`src/rtl/i2c_rr_pkg.sv`:
```
package i2c_rr_pkg;
  typedef enum logic [3:0] {
    ST_IDLE, ST_ADDR, ST_A_ACK0, ST_A_ACK1, ST_REG, ST_R_ACK0, ST_R_ACK1,
    ST_TX, ST_TX_ACK, ST_WAIT
  } state_e;
endpackage

```
`src/rtl/i2c_rr_sync.sv`:
```
module i2c_rr_sync #(
  parameter int STAGES = 2
) (
  input  logic clk_i,
  input  logic rst_ni,
  input  logic scl_i,
  input  logic sda_i,
  output logic scl_o,
  output logic sda_o,
  output logic scl_rise_o,
  output logic scl_fall_o,
  output logic start_o,
  output logic stop_o
);
  localparam int NLINES = 2;
  logic [NLINES-1:0] raw;
  logic [NLINES-1:0] sync;
  logic [NLINES-1:0] prev;
  assign raw = {scl_i, sda_i};

  for (genvar l = 0; l < NLINES; l++) begin : g_line
    logic [STAGES-1:0] chain;
    always_ff @(posedge clk_i or negedge rst_ni) begin
      if (!rst_ni) begin
        chain   <= '1;
        prev[l] <= 1'b1;
      end else begin
        chain   <= {chain[STAGES-2:0], raw[l]};
        prev[l] <= chain[STAGES-1];
      end
    end
    assign sync[l] = chain[STAGES-1];
  end

  assign scl_o      = sync[1];
  assign sda_o      = sync[0];
  assign scl_rise_o = sync[1] & ~prev[1];
  assign scl_fall_o = ~sync[1] & prev[1];
  // data edges while clock held high
  assign start_o    = sync[1] & prev[1] & prev[0] & ~sync[0];
  assign stop_o     = sync[1] & prev[1] & ~prev[0] & sync[0];
endmodule

```
`src/rtl/i2c_rr_ptr.sv`:
```
module i2c_rr_ptr #(
  parameter int NUM_REGS = 32,
  parameter int PTR_W    = 6,
  localparam int ADDR_W  = $clog2(NUM_REGS)
) (
  input  logic              clk_i,
  input  logic              rst_ni,
  input  logic              load_i,
  input  logic [7:0]        load_val_i,
  input  logic              incr_i,
  output logic [PTR_W-1:0]  ptr_o
);
  localparam logic [PTR_W-1:0] LAST = PTR_W'(NUM_REGS - 1);

  always_ff @(posedge clk_i or negedge rst_ni) begin
    if (!rst_ni) begin
      ptr_o <= '0;
    end else if (load_i) begin
      ptr_o <= PTR_W'(load_val_i[ADDR_W-1:0]);
    end else if (incr_i) begin
      ptr_o <= (ptr_o >= LAST) ? '0 : ptr_o + 1'b1;
    end
  end
endmodule

```
`src/rtl/i2c_rr_fsm.sv`:
```
module i2c_rr_fsm
  import i2c_rr_pkg::*;
#(
  parameter logic [6:0] SLAVE_ADDR = 7'h48
) (
  input  logic        clk_i,
  input  logic        rst_ni,
  input  logic        sda_i,
  input  logic        scl_rise_i,
  input  logic        scl_fall_i,
  input  logic        start_i,
  input  logic        stop_i,
  input  logic [7:0]  rd_data_i,
  output logic        sda_oe_o,
  output logic        load_o,
  output logic [7:0]  load_val_o,
  output logic        incr_o,
  output state_e      state_o
);
  state_e     state_q;
  logic [2:0] cnt_q;
  logic [6:0] rx_q;
  logic [7:0] tx_q;
  logic       rw_q;
  logic       mack_q;

  assign state_o = state_q;

  always_ff @(posedge clk_i or negedge rst_ni) begin
    if (!rst_ni) begin
      state_q    <= ST_IDLE;
      cnt_q      <= '0;
      rx_q       <= '0;
      tx_q       <= '0;
      rw_q       <= 1'b0;
      mack_q     <= 1'b0;
      sda_oe_o   <= 1'b0;
      load_o     <= 1'b0;
      load_val_o <= '0;
      incr_o     <= 1'b0;
    end else begin
      load_o <= 1'b0;
      incr_o <= 1'b0;
      if (start_i) begin
        state_q  <= ST_ADDR;
        cnt_q    <= '0;
        mack_q   <= 1'b0;
        sda_oe_o <= 1'b0;
      end else if (stop_i) begin
        state_q  <= ST_IDLE;
        mack_q   <= 1'b0;
        sda_oe_o <= 1'b0;
      end else begin
        unique case (state_q)
          ST_ADDR: if (scl_rise_i) begin
            rx_q  <= {rx_q[5:0], sda_i};
            cnt_q <= cnt_q + 1'b1;
            if (cnt_q == 3'd7) begin
              rw_q    <= sda_i;
              state_q <= (rx_q == SLAVE_ADDR) ? ST_A_ACK0 : ST_WAIT;
            end
          end
          ST_A_ACK0: if (scl_fall_i) begin
            sda_oe_o <= 1'b1;
            state_q  <= ST_A_ACK1;
          end
          ST_A_ACK1: if (scl_fall_i) begin
            cnt_q <= '0;
            if (rw_q) begin
              tx_q     <= rd_data_i;
              sda_oe_o <= ~rd_data_i[7];
              state_q  <= ST_TX;
            end else begin
              sda_oe_o <= 1'b0;
              state_q  <= ST_REG;
            end
          end
          ST_REG: if (scl_rise_i) begin
            rx_q  <= {rx_q[5:0], sda_i};
            cnt_q <= cnt_q + 1'b1;
            if (cnt_q == 3'd7) begin
              load_o     <= 1'b1;
              load_val_o <= {rx_q, sda_i};
              state_q    <= ST_R_ACK0;
            end
          end
          ST_R_ACK0: if (scl_fall_i) begin
            sda_oe_o <= 1'b1;
            state_q  <= ST_R_ACK1;
          end
          ST_R_ACK1: if (scl_fall_i) begin
            sda_oe_o <= 1'b0;
            state_q  <= ST_WAIT;   // further write data is refused
          end
          ST_TX: if (scl_fall_i) begin
            if (cnt_q == 3'd7) begin
              sda_oe_o <= 1'b0;
              incr_o   <= 1'b1;
              state_q  <= ST_TX_ACK;
            end else begin
              tx_q     <= {tx_q[6:0], 1'b0};
              sda_oe_o <= ~tx_q[6];
              cnt_q    <= cnt_q + 1'b1;
            end
          end
          ST_TX_ACK: begin
            if (scl_rise_i) begin
              if (sda_i) state_q <= ST_WAIT;
              else       mack_q  <= 1'b1;
            end else if (scl_fall_i && mack_q) begin
              mack_q   <= 1'b0;
              cnt_q    <= '0;
              tx_q     <= rd_data_i;
              sda_oe_o <= ~rd_data_i[7];
              state_q  <= ST_TX;
            end
          end
          default: ;
        endcase
      end
    end
  end
endmodule

```
`src/rtl/i2c_reg_reader.sv`:
```
module i2c_reg_reader #(
  parameter logic [6:0] SLAVE_ADDR = 7'h48,
  parameter int NUM_REGS   = 32,
  parameter int PTR_W      = 6,
  parameter int SYNC_STAGES = 2,
  localparam int ADDR_W    = $clog2(NUM_REGS)
) (
  input  logic              clk_i,
  input  logic              rst_ni,
  input  logic              scl_i,
  input  logic              sda_i,
  output logic              sda_oe_o,
  output logic [ADDR_W-1:0] rd_addr_o,
  input  logic [7:0]        rd_data_i
);
  logic scl_s, sda_s, scl_rise, scl_fall, start_det, stop_det;
  logic ptr_load, ptr_incr;
  logic [7:0] ptr_load_val;
  logic [PTR_W-1:0] ptr_q;
  i2c_rr_pkg::state_e fsm_state;

  i2c_rr_sync #(.STAGES(SYNC_STAGES)) i_sync (
    .clk_i, .rst_ni, .scl_i, .sda_i,
    .scl_o(scl_s), .sda_o(sda_s), .scl_rise_o(scl_rise), .scl_fall_o(scl_fall),
    .start_o(start_det), .stop_o(stop_det)
  );

  i2c_rr_fsm #(.SLAVE_ADDR(SLAVE_ADDR)) i_fsm (
    .clk_i, .rst_ni, .sda_i(sda_s), .scl_rise_i(scl_rise), .scl_fall_i(scl_fall),
    .start_i(start_det), .stop_i(stop_det), .rd_data_i,
    .sda_oe_o, .load_o(ptr_load), .load_val_o(ptr_load_val), .incr_o(ptr_incr),
    .state_o(fsm_state)
  );

  i2c_rr_ptr #(.NUM_REGS(NUM_REGS), .PTR_W(PTR_W)) i_ptr (
    .clk_i, .rst_ni, .load_i(ptr_load), .load_val_i(ptr_load_val),
    .incr_i(ptr_incr), .ptr_o(ptr_q)
  );

  assign rd_addr_o = ptr_q[ADDR_W-1:0];

  logic unused_scl_s;
  assign unused_scl_s = scl_s;
endmodule

```
`config.mk`:
```
export PLATFORM = sky130hd
export DESIGN_NAME = i2c_reg_reader
export DESIGN_NICKNAME = d
export VERILOG_FILES = /design/src/rtl/i2c_rr_pkg.sv /design/src/rtl/i2c_rr_sync.sv /design/src/rtl/i2c_rr_ptr.sv /design/src/rtl/i2c_rr_fsm.sv /design/src/rtl/i2c_reg_reader.sv
export SDC_FILE = /design/constraint.sdc
export NUM_CORES = 1
export LEC_CHECK = 0
export BUFFER_PORTS_ARGS = -buffer_cell sky130_fd_sc_hd__buf_2
export CAP_MARGIN = 15
export CORE_MARGIN = 5
export CORE_UTILIZATION = 60
export CTS_CLUSTER_DIAMETER = 100
export DETAILED_ROUTE_END_ITERATION = 10
export GPL_ROUTABILITY_DRIVEN = 0
export PLACE_DENSITY_LB_ADDON = 0.05
export SYNTH_ARGS = -nofsm -noshare
export SYNTH_HDL_FRONTEND = slang
export SYNTH_SLANG_ARGS = --single-unit
```
`constraint.sdc`:
```
create_clock -name clk_i -period 2.9 [get_ports clk_i]
set_input_delay 0.29 -clock clk_i [delete_from_list [all_inputs] [get_ports clk_i]]
set_output_delay 0.29 -clock clk_i [all_outputs]
set_load 0.01 [all_outputs]
```
==> insert_results.sql, run 1 <==
INSERT INTO impl_metrics (metric_group, metric, value, unit) VALUES
('critical_path', 'cp_max_fo', '23', ''),
('routing', 'wl_per_cell', '16.0', 'um'),
('finish', 'filler_cell_count', '351', ''),
('routing', 'drc_errors', '0', ''),
('logic_synthesis', 'synth_edf_count', '0', ''),
('sta', 'rsz0062_at_grt', 'false', ''),
('floorplan', 'pin_count', '18', ''),
('clock_network', 'ctsHtreeMaxLevel', '2', ''),
('finish', 'drive_above_1_share', '0.243', ''),
('critical_path', 'cell_with_the_largest_stage_delay_on_the_worst_path', 'sky130_fd_sc_hd__dfrtp_1', ''),
('critical_path', 'worst_ep_arrival_time', '2.56', 'ns'),
('clock_network', 'cts-root-to-sink-buffers', '2', ''),
('floorplan', 'die_height', '73.4', 'um'),
('clock_network', 'clk_transition_reported_paths', '0.08', 'ns'),
('worst_hold_path', 'whs_path_depth', '1', ''),
('power', 'vdd_drop_max', '440', 'uV'),
('floorplan', 'die_footprint', '5390', 'sq um'),
('finish', 'final-seq-area', '1080', 'sq um'),
('finish', 'finalCoreUtilization', '0.644', ''),
('floorplan', 'placeable_area', '3940', 'sq um'),
('clock_network', 'cts_hold_bufs', '0', ''),
('sta', 'final_hold_viol_count', '0', ''),
('critical_path', 'crit-reg2reg-capture', 'i_fsm.state_o[0]', ''),
('critical_path', 'reg2reg_depth', '5', ''),
('sta', 'timing_max_transition_violations_final', '0', ''),
('worst_hold_path', 'hold_path.startpoint', 'scl_i', ''),
('power', 'pwr_density_cell', '835', 'nW/um^2'),
('status', 'result_of_the_run', 'finished clean', ''),
('finish', 'antennaDiodeCount', '0', ''),
('sta', 'relSlewSlack', '0.389', ''),
('power', 'total_leakage_power', '1.15', 'nW'),
('critical_path', 'worstPathBufferInverterCount', '0', ''),
('sta', 'setup_tns', '0', 'ns'),
('power', 'netSwitchingFraction', '0.384', ''),
('global_route', 'grt_first_pass_wirelength', '8.37', 'mm'),
('power', 'power', '2.12', 'mW'),
('clock_network', 'clk_latency', '0.31', 'ns'),
('logic_synthesis', 'register_bit_total_from_synthesis', '43', ''),
('critical_path', 'crit_family', 'flip-flops', ''),
('logic_synthesis', 'synth_top_cell_area_share', '0.384', ''),
('global_route', 'number_of_antenna_violations_at_the_first_check_in_global_routing', '0', ''),
('critical_path', 'critical_path.reg2reg.startpoint', 'i_fsm.state_o[2]', ''),
('power', 'combinationalPowerShare', '0.362', ''),
('logic_synthesis', 'synth.most_common_cell', 'sky130_fd_sc_hd__dfrtp_1', ''),
('clock_network', 'clock_sinks', '43', ''),
('logic_synthesis', 'synth_cell_types', '54', ''),
('finish', 'syn2layout_area_growth', '5.24', '%'),
('critical_path', 'crit_path_start_kind', 'flip-flop', ''),
('sta', 'worst_clock_skew_on_the_final_layout', '0.0108', 'ns'),
('critical_path', 'endpoint_kind', 'flip-flop', ''),
('routing', 'wl', '4.75', 'mm'),
('logic_synthesis', 'postSynth.topFlopCell', 'sky130_fd_sc_hd__dfrtp_1', ''),
('logic_synthesis', 'seq_area_frac_synth', '0.449', ''),
('job', 'max_cap_violations', '0', ''),
('clock_network', 'postCtsSetupRepairBufs', '0', ''),
('clock_network', 'post_cts_resized', '0', ''),
('logic_synthesis', 'synth_async_sr_flop_share', '1.00', ''),
('critical_path', 'cp_data_required_time', '3.08', 'ns'),
('worst_hold_path', 'worst_hold_path.endpoint', 'i_sync.g_line[1].chain[0]', ''),
('logic_synthesis', 'synth_area_per_cell', '10.1', 'sq um'),
('sta', 'final.min_clock_period', '2.37', 'ns'),
('logic_synthesis', 'ys_warn_count', '0', ''),
('power', 'switching_power_summed_over_all_nets', '0.815', 'mW'),
('logic_synthesis', 'syn_nets', '254', ''),
('worst_hold_path', 'hold_crit_path_type', 'primary input to flip-flop', ''),
('finish', 'multi_input_area', '1190', 'sq um'),
('critical_path', 'cpPeakStageDelay', '0.82', 'ns'),
('routing', 'average_via_count_per_standard_cell', '6.07', ''),
('floorplan', 'die-width', '73.4', 'um'),
('routing', 'num_vias', '1802', ''),
('logic_synthesis', 'post-synth-top-area-cell', 'sky130_fd_sc_hd__dfrtp_1', '');
layer usage:
| metal | part of all wire | global-route usage | wire [um] |
|---|---|---|---|
| met2 | 0.49 | 0.332 | 2310 |
| met3 | 0.054 | 0.0506 | 258 |
| met4 | 0.024 | 0.0785 | 114 |
| met1 | 0.44 | 0.254 | 2070 |
| met5 | 0 | 0 | 0 |
layout by cell type, fill, tap and decap left out, types with 2 or more instances in the layout:
cell type	instances
sky130_fd_sc_hd__ha_1	3
sky130_fd_sc_hd__nor2b_1	9
sky130_fd_sc_hd__a21oi_1	11
sky130_fd_sc_hd__clkbuf_8	5
sky130_fd_sc_hd__a221o_1	2
sky130_fd_sc_hd__and2b_1	2
sky130_fd_sc_hd__o21bai_1	2
sky130_fd_sc_hd__o211ai_1	3
sky130_fd_sc_hd__nor3_1	4
sky130_fd_sc_hd__nand3_1	6
sky130_fd_sc_hd__o21ai_0	12
sky130_fd_sc_hd__buf_2	17
sky130_fd_sc_hd__a31oi_1	3
sky130_fd_sc_hd__and3_1	2
sky130_fd_sc_hd__dfrtp_1	37
sky130_fd_sc_hd__inv_1	7
sky130_fd_sc_hd__o311ai_0	2
sky130_fd_sc_hd__a22oi_1	2
sky130_fd_sc_hd__mux2_2	17
sky130_fd_sc_hd__o22ai_1	3
sky130_fd_sc_hd__o21ai_2	2
sky130_fd_sc_hd__mux2_1	4
sky130_fd_sc_hd__a211oi_1	2
sky130_fd_sc_hd__nor3b_1	5
sky130_fd_sc_hd__nor2_1	11
sky130_fd_sc_hd__nand2_1	34
sky130_fd_sc_hd__nand2b_1	4
sky130_fd_sc_hd__dfstp_2	6
sky130_fd_sc_hd__mux2i_1	4
how the worst max path moves through the flow:
stage,from,to,slack (ns),depth (start not counted)
2_1_floorplan,i_fsm.state_o[0],i_fsm.state_o[0],0.91,7
3_3_place_gp,i_fsm.state_o[3],i_fsm.state_o[0],0.66,5
3_5_place_dp,i_fsm.state_o[2],i_fsm.state_o[3],0.59,5
4_1_cts,i_fsm.state_o[3],i_fsm.state_o[0],0.56,5
5_1_grt,i_fsm.state_o[2],i_fsm.state_o[0],0.26,5
6_report,i_fsm.state_o[2],i_fsm.state_o[0],0.53,5
cell type report:
type	count	area share
clock buffers	6	0.0286
well taps	50	0.0246
repair buffers	18	0.0365
flip-flops and latches	43	0.427
inverters	7	0.0103
multi-input cells	171	0.468
clock inverters	2	0.00542
sequential cells by signal (all words and copies together) (netlist names):
register	flops
i_fsm.mack_q	1
i_fsm.sda_oe_o	1
i_fsm.cnt_q	3
i_fsm.state_o	4
i_fsm.tx_q	7
i_ptr.ptr_o	6
i_sync.prev	2
i_sync.g_line.chain	4
i_fsm.incr_o	1
i_fsm.rx_q	7
i_fsm.load_o	1
i_fsm.rw_q	1
i_fsm.load_val_o	5
per-stage QoR:
stage	cell area (sq um)	std cells	setup WS, ns	hold WS, ns
2_1_floorplan	2410	239	0.910	-0.00559
3_3_place_gp	2450	289	0.662	0.349
3_5_place_dp	2450	289	0.591	0.350
4_1_cts	2540	297	0.560	0.0727
5_1_grt	2540	297	0.261	0.0645
6_report	2540	297	0.530	0.0812
power groups by stage:
stage / Clock, mW / Combinational [mW] / Sequential (mW)
after global placement: 0 / 0.748 / 0.968
after floorplan: 0 / 0.787 / 0.831
after detailed placement: 0 / 0.772 / 0.986
after global routing: 0.415 / 0.876 / 1.01
final: 0.375 / 0.769 / 0.977
after CTS: 0.389 / 0.775 / 0.974
worst register-to-register path, stage by stage, from the launching register on:
cell                       delay (ns)
sky130_fd_sc_hd__dfrtp_1         0.82
sky130_fd_sc_hd__nand4b_2        0.44
sky130_fd_sc_hd__o211ai_1        0.31
sky130_fd_sc_hd__nand3_1         0.18
sky130_fd_sc_hd__a21oi_1         0.18
sky130_fd_sc_hd__mux2_1          0.33
cells by family after synthesis:
group                      share of synthesized area
AOI/OAI and AO/OA                              0.161
xor gates and xnor gates                     0.00726
DFF                                            0.449
buffers and inverters                         0.0586
muxes                                          0.115
adders and majority gates                     0.0156
and+or+nand+nor                                0.194
Power figures use the tool's default switching activity.
==> run 2, diff against run 1 <==
Settings changed: CORE_UTILIZATION 60 to 54.
Clock period 2.9 ns to 1.9 ns, I/O delays scaled along.
==> run 2 against run 1 <==
The run now ends with negative setup slack left. Final cell count rose by 19%. Global-route usage fell by 1.4 points. Register-to-register slack got worse by 0.55 ns. Total power rose by 90%. Flip-flop and latch count did not move. Combinational power rose to 2.7 times the previous value. Design area rose by 20%. Utilization rose by 5.5 points. Via count rose by 9.5%. Hold slack improved by 0.054 ns. Critical path depth did not move. Highest routed layer unchanged.
==> insert_results.sql, run 2 (synthesis results as in run 1) <==
INSERT INTO impl_metrics (metric_group, metric, value, unit) VALUES
('status', 'result_of_the_run', 'finished, violations left', ''),
('status', 'violations_in_the_final_reports', 'negative setup slack', ''),
('placement', 'placedInstanceArea', '2790', 'sq um'),
('job', 'max_cap_violations', '0', ''),
('sta', 'setup_viol', '1', ''),
('floorplan', 'start_util', '0.554', ''),
('sta', 'relSlewSlack', '0.610', ''),
('worst_hold_path', 'hold_path.startpoint', 'rd_data_i[0]', ''),
('finish', 'finish.net_count', '314', ''),
('finish', 'antennaDiodeCount', '0', ''),
('clock_network', 'clock_tree_from_tritoncts', 'done', ''),
('power', 'pwr_density_cell', '1320', 'nW/um^2'),
('critical_path', 'crit_type', 'flip-flop to flip-flop', ''),
('sta', 'rsz0062_at_grt', 'true', ''),
('finish', 'mostFrequentLayoutCell', 'sky130_fd_sc_hd__buf_4', ''),
('routing', 'drc_errors', '0', ''),
('clock_network', 'cts_buffers', '5', ''),
('global_route', 'groute.usage.overall', '0.188', ''),
('sta', 'final.min_clock_period', '1.92', 'ns'),
('global_route', 'pin_count_of_the_biggest_net_entering_global_routing', '29', ''),
('critical_path', 'cell_with_the_largest_stage_delay_on_the_worst_path', 'sky130_fd_sc_hd__or4b_4', ''),
('critical_path', 'critical_path.startpoint', 'i_fsm.state_o[0]', ''),
('floorplan', 'placement_rows', '24', ''),
('routing', 'drt.antenna.violating_nets', '0', ''),
('floorplan', 'placeable_area', '4350', 'sq um'),
('sta', 'fmaxAchievable', '0.520', 'GHz'),
('critical_path', 'timing.critical_path.cells', 'or4b_4 > o21ai_2 > nand3_2 > a21oi_2 > mux2_4', ''),
('sta', 'timing_max_transition_violations_final', '0', ''),
('critical_path', 'worst_ep_arrival_time', '2.11', 'ns'),
('sta', 'finalWorstSetupSlack', '-0.0224', 'ns'),
('sta', 'whs', '0.135', 'ns'),
('finish', 'layoutNonFillerInstCount', '352', ''),
('placement', 'place.detailed.instances', '334', ''),
('critical_path', 'cpPeakStageDelay', '0.63', 'ns'),
('floorplan', 'die_footprint', '5910', 'sq um'),
('clock_network', 'clock_sinks', '43', ''),
('sta', 'final_worst_path_cycle_share', '1.01', ''),
('floorplan', 'pin_count', '18', ''),
('finish', 'final_design_area_no_fill', '3050', 'sq um'),
('critical_path', 'cp_max_fo', '7', ''),
('sta', 'worst_clock_skew_on_the_final_layout', '0.00643', 'ns'),
('global_route', 'overflow', '0', ''),
('critical_path', 'endpoint_kind', 'flip-flop', ''),
('clock_network', 'ctsHtreeMaxLevel', '2', ''),
('routing', 'drt-pass1-iter-count', '4', ''),
('critical_path', 'cp_data_required_time', '2.09', 'ns'),
('sta', 'final_hold_viol_count', '0', ''),
('power', 'vdd_drop_max', '842', 'uV'),
('power', 'total_leakage_power', '1.45', 'nW'),
('global_route', 'number_of_antenna_violations_at_the_first_check_in_global_routing', '0', ''),
('placement', 'dpl.hpwl', '3.86', 'mm'),
('clock_network', 'ctsRootBufferMaster', 'sky130_fd_sc_hd__clkbuf_8', ''),
('clock_network', 'clk_transition_reported_paths', '0.08', 'ns'),
('routing', 'wl', '5.21', 'mm'),
('finish', 'drive_above_1_share', '0.437', ''),
('worst_hold_path', 'hold_crit_path_type', 'primary input to flip-flop', ''),
('critical_path', 'critical_path.reg2reg.startpoint', 'i_fsm.state_o[0]', ''),
('floorplan', 'die_height', '76.9', 'um'),
('global_route', 'first_global_vias', '1850', ''),
('routing', 'initialDrtViolationCount', '150', ''),
('clock_network', 'cts-root-to-sink-buffers', '2', ''),
('clock_network', 'clk_latency', '0.30', 'ns'),
('floorplan', 'die-width', '76.9', 'um'),
('placement', 'numPortBuffers', '17', ''),
('routing', 'wl_per_cell', '14.8', 'um'),
('routing', 'num_vias', '1973', ''),
('finish', 'layout.cells.most_common_list', '50 x sky130_fd_sc_hd__buf_4, 35 x sky130_fd_sc_hd__dfrtp_1, 33 x sky130_fd_sc_hd__nand2_1, 17 x sky130_fd_sc_hd__buf_2, 15 x sky130_fd_sc_hd__mux2_2', ''),
('routing', 'average_via_count_per_standard_cell', '5.61', ''),
('finish', 'layout_top_registers', 'i_fsm.rx_q (7), i_fsm.tx_q (7), i_ptr.ptr_o (6)', ''),
('sta', 'worst_margin_pin_slew', '0.585', 'ns'),
('global_route', 'grt_first_pass_wirelength', '9.01', 'mm'),
('critical_path', 'crit_path_start_kind', 'flip-flop', ''),
('finish', 'syn2layout_area_growth', '26.2', '%');
## run 2: cell type report
| cell class | instances | area (sq um) |
|---|---|---|
| Sequential cell | 43 | 1090 |
| Clock buffer | 6 | 82.6 |
| Fill cell | 335 | 1310 |
| Inverter | 7 | 26.3 |
| Clock inverter | 2 | 16.3 |
| Timing Repair Buffer | 71 | 502 |
| Tap cell | 52 | 65.1 |
| Multi-Input combinational cell | 171 | 1270 |
## run 2: repair_timing
item,CTS,global route
hold buffers,3,0
hold endpoints to repair,24,0
pin swaps,1,1
gates resized for setup,5,18
setup buffers,4,3
gates cloned,0,0
endpoints found under the setup margin,10,13
## run 2: routing by layer
layer | vias up | track usage | part of all wire
met2 | 46 | 0.283 | 0.46
met1 | 949 | 0.271 | 0.47
met3 | 4 | 0.0445 | 0.055
li1 | 974 | - | -
met4 | 0 | 0.0472 | 0.0060
met5 | - | 0 | 0
## run 2: worst paths after layout
path	end	slack (ns)	cells after the start
worst min register to register	i_sync.g_line[0].chain[1]	0.36	0
worst max-delay path	i_fsm.state_o[0]	-0.02	5
min in group asynchronous	i_ptr.ptr_o[2]	0.42	2
worst min-delay path	i_fsm.tx_q[0]	0.13	3
worst max register to register	i_fsm.state_o[0]	-0.02	5
max in group asynchronous	i_sync.g_line[1].chain[1]	0.85	3
## run 2: through the flow
step / setup slack, ns / total power [mW] / TNS (ns) / util
after floorplan: -0.0822 / 2.48 / -0.0901 / -
after global placement: -0.0274 / 3.14 / -0.0707 / 0.640
after detailed placement: -0.0703 / 3.17 / -0.187 / 0.640
after CTS: -0.0128 / 3.91 / -0.0223 / 0.680
after global routing: -0.101 / 4.32 / -0.401 / 0.699
final: -0.0224 / 4.02 / -0.0224 / 0.699
## run 2: where the power goes
group	internal (mW)	leakage (nW)	switching, mW
clock	0.297	0.0474	0.323
sequential	1.15	0.541	0.176
combinational	1.14	0.859	0.937
## run 2: worst max-delay path, delay by kind of cell, from the launching register on
family | cells | cell delay (ns)
DFF | 1 | 0.43
muxes | 1 | 0.31
and+or+nand+nor | 2 | 0.74
AOI/OAI and AO/OA | 2 | 0.35
==> run 3, diff against run 2 <==
Settings changed: CORE_UTILIZATION 54 to 60, SKIP_LAST_GASP set to 1, TNS_END_PERCENT set to 1.
Clock period 1.9 ns to 2 ns, I/O delays scaled along.
==> run 3 against run 2 <==
Via count rose by 0.66%. Global-route usage up 3.0 points. Clock power increased by 15%. The run still ends with negative setup slack left. Critical path depth is 3 higher. Utilization is 3.5 points higher. Combinational power shrank 14%. Highest routed layer unchanged. Clock skew down 0.0017 ns.
==> insert_results.sql, run 3 (synthesis results as in run 1) <==
INSERT INTO impl_metrics (metric_group, metric, value, unit) VALUES
('status', 'result_of_the_run', 'finished, violations left', ''),
('status', 'violations_in_the_final_reports', 'negative setup slack', ''),
('critical_path', 'cpPeakStageDelay', '0.46', 'ns'),
('routing', 'drt.antenna.violating_nets', '0', ''),
('clock_network', 'cts_buffers', '5', ''),
('global_route', 'grt_first_pass_wirelength', '9.14', 'mm'),
('power', 'sequentialPowerShare', '0.338', ''),
('power', 'power', '3.78', 'mW'),
('sta', 'finalWorstSetupSlack', '-0.0217', 'ns'),
('finish', 'finalCoreUtilization', '0.734', ''),
('clock_network', 'ctsRootBufferMaster', 'sky130_fd_sc_hd__clkbuf_8', ''),
('clock_network', 'ctsHtreeMaxLevel', '2', ''),
('routing', 'initialDrtViolationCount', '146', ''),
('sta', 'worst_margin_pin_slew', '0.448', 'ns'),
('global_route', 'first_global_vias', '1986', ''),
('clock_network', 'clk_latency', '0.30', 'ns'),
('critical_path', 'worst_ep_arrival_time', '2.21', 'ns'),
('floorplan', 'pin_count', '18', ''),
('finish', 'layout.cells.most_common_list', '34 x sky130_fd_sc_hd__nand2_1, 34 x sky130_fd_sc_hd__dfrtp_1, 33 x sky130_fd_sc_hd__buf_4, 17 x sky130_fd_sc_hd__mux2_2, 17 x sky130_fd_sc_hd__buf_2', ''),
('power', 'netSwitchingFraction', '0.364', ''),
('power', 'total_leakage_power', '1.34', 'nW'),
('sta', 'relSlewSlack', '0.701', ''),
('finish', 'finish.net_count', '297', ''),
('routing', 'wl_per_cell', '16.7', 'um'),
('critical_path', 'crit_path_start_kind', 'flip-flop', ''),
('sta', 'fmaxAchievable', '0.495', 'GHz'),
('critical_path', 'cell_with_the_largest_stage_delay_on_the_worst_path', 'sky130_fd_sc_hd__dfrtp_2', ''),
('power', 'combinationalPowerShare', '0.473', ''),
('sta', 'rsz0062_at_grt', 'true', ''),
('floorplan', 'die_height', '73.4', 'um'),
('floorplan', 'placement_rows', '23', ''),
('routing', 'wl', '5.57', 'mm'),
('critical_path', 'most_repeated_library_cell_on_the_critical_path', 'sky130_fd_sc_hd__buf_4', ''),
('placement', 'dpl.hpwl', '3.96', 'mm'),
('routing', 'highest_layer', 'met4', ''),
('clock_network', 'cts-root-to-sink-buffers', '2', ''),
('placement', 'place.detailed.instances', '317', ''),
('floorplan', 'start_util', '0.612', ''),
('clock_network', 'clock_sinks', '43', ''),
('global_route', 'number_of_antenna_violations_at_the_first_check_in_global_routing', '0', ''),
('routing', 'drt-pass1-iter-count', '4', ''),
('routing', 'met3_wirelength', '359', 'um'),
('critical_path', 'regToRegSetupSlack', '-0.02', 'ns'),
('routing', 'wl_met2', '2.72', 'mm'),
('finish', 'antennaDiodeCount', '0', ''),
('floorplan', 'placeable_area', '3940', 'sq um'),
('critical_path', 'crit_family', 'compound AO/OA/AOI/OAI gates', ''),
('floorplan', 'die_footprint', '5390', 'sq um'),
('routing', 'num_vias', '1986', ''),
('sta', 'timing_max_transition_violations_final', '0', ''),
('routing', 'drc_errors', '0', ''),
('sta', 'worst_clock_skew_on_the_final_layout', '0.00472', 'ns'),
('placement', 'numPortBuffers', '17', ''),
('critical_path', 'timing.critical_path.cells', 'buf_4 > xnor2_1 > nor3_1 > buf_4 > a221oi_2 > buf_4 > a21oi_1 > a311oi_1', ''),
('clock_network', 'clock_tree_from_tritoncts', 'done', ''),
('global_route', 'overflow', '0', ''),
('critical_path', 'worstPathBufferInverterCount', '3', ''),
('routing', 'average_via_count_per_standard_cell', '5.96', ''),
('power', 'power_frac_clock', '0.189', ''),
('finish', 'layoutNonFillerInstCount', '333', ''),
('global_route', 'groute.usage.overall', '0.218', ''),
('power', 'internal_power', '2.41', 'mW'),
('global_route', 'pin_count_of_the_biggest_net_entering_global_routing', '18', ''),
('sta', 'final_worst_path_cycle_share', '1.01', ''),
('finish', 'drive_above_1_share', '0.364', ''),
('finish', 'syn2layout_area_growth', '20.0', '%'),
('power', 'vdd_drop_max', '762', 'uV'),
('critical_path', 'cp_data_required_time', '2.19', 'ns'),
('clock_network', 'clk_transition_reported_paths', '0.08', 'ns'),
('critical_path', 'cp_max_fo', '7', ''),
('job', 'max_cap_violations', '0', ''),
('sta', 'final_hold_viol_count', '0', ''),
('finish', 'layout_top_registers', 'i_fsm.rx_q (7), i_fsm.tx_q (7), i_ptr.ptr_o (6)', ''),
('worst_hold_path', 'hold_crit_path_type', 'primary input to flip-flop', ''),
('power', 'switching_power_summed_over_all_nets', '1.38', 'mW'),
('critical_path', 'endpoint_kind', 'flip-flop', ''),
('sta', 'setup_viol', '1', ''),
('routing', 'm1WireLength', '2.39', 'mm'),
('critical_path', 'crit_type', 'flip-flop to flip-flop', ''),
('sta', 'final.min_clock_period', '2.02', 'ns'),
('floorplan', 'die-width', '73.4', 'um'),
('power', 'pwr_density_cell', '1310', 'nW/um^2');
run 3: worst paths after layout:
check,startpoint,end,depth (start not counted)
max in group asynchronous,rst_ni,i_sync.prev[0],3
max,i_fsm.state_o[2],i_fsm.state_o[1],8
max reg2reg,i_fsm.state_o[2],i_fsm.state_o[1],8
min,rd_data_i[0],i_fsm.tx_q[0],3
min reg2reg,i_sync.g_line[0].chain[0],i_sync.g_line[0].chain[1],0
min in group asynchronous,rst_ni,i_ptr.ptr_o[2],2
run 3: layer usage:
metal | vias up | GRT usage
met5 | - | 0
met4 | 0 | 0.0624
met3 | 12 | 0.0424
met2 | 71 | 0.356
met1 | 961 | 0.295
li1 | 942 | -
run 3: final cells by class:
class / instances / area, sq um
repair buffers: 54 / 383
inverters: 7 / 26.3
flip-flops and latches: 43 / 1090
multi-input cells: 171 / 1210
clock inverters: 2 / 38.8
clock buffers: 6 / 82.6
well taps: 50 / 62.6
fillers: 299 / 1050
run 3: metrics by stage:
stage,hold WS (ns),setup WS [ns],area (sq um),setup TNS (ns)
after CTS,0.146,0.00209,2830,0
after floorplan,-0.0956,0.00956,2410,0
after global placement,0.128,0.0207,2680,0
after detailed placement,0.132,-0.0801,2680,-0.0801
after global routing,0.184,-0.111,2900,-0.357
final,0.146,-0.0217,2900,-0.0217
run 3: what timing repair did:
action / CTS / global route
setup buffers: 0 / 5
gates resized for setup: 2 / 9
pin swaps: 0 / 4
endpoints found under the hold margin: 16 / 0
gates cloned: 0 / 0
hold buffers: 3 / 0
setup endpoints to repair: 2 / 9
run 3: power groups by stage:
stage / clock [mW] / combinational [mW] / sequential, mW
final: 0.714 / 1.79 / 1.28
after global routing: 0.767 / 1.91 / 1.31
after CTS: 0.728 / 1.61 / 1.28
after detailed placement: 0 / 1.59 / 1.29
after global placement: 0 / 1.52 / 1.27
after floorplan: 0 / 1.14 / 1.21
run 3: worst min-delay path, stage by stage:
cell and delay, ns:
sky130_fd_sc_hd__buf_2 0.09, sky130_fd_sc_hd__nand2_1 0.05, sky130_fd_sc_hd__mux2i_1 0.06
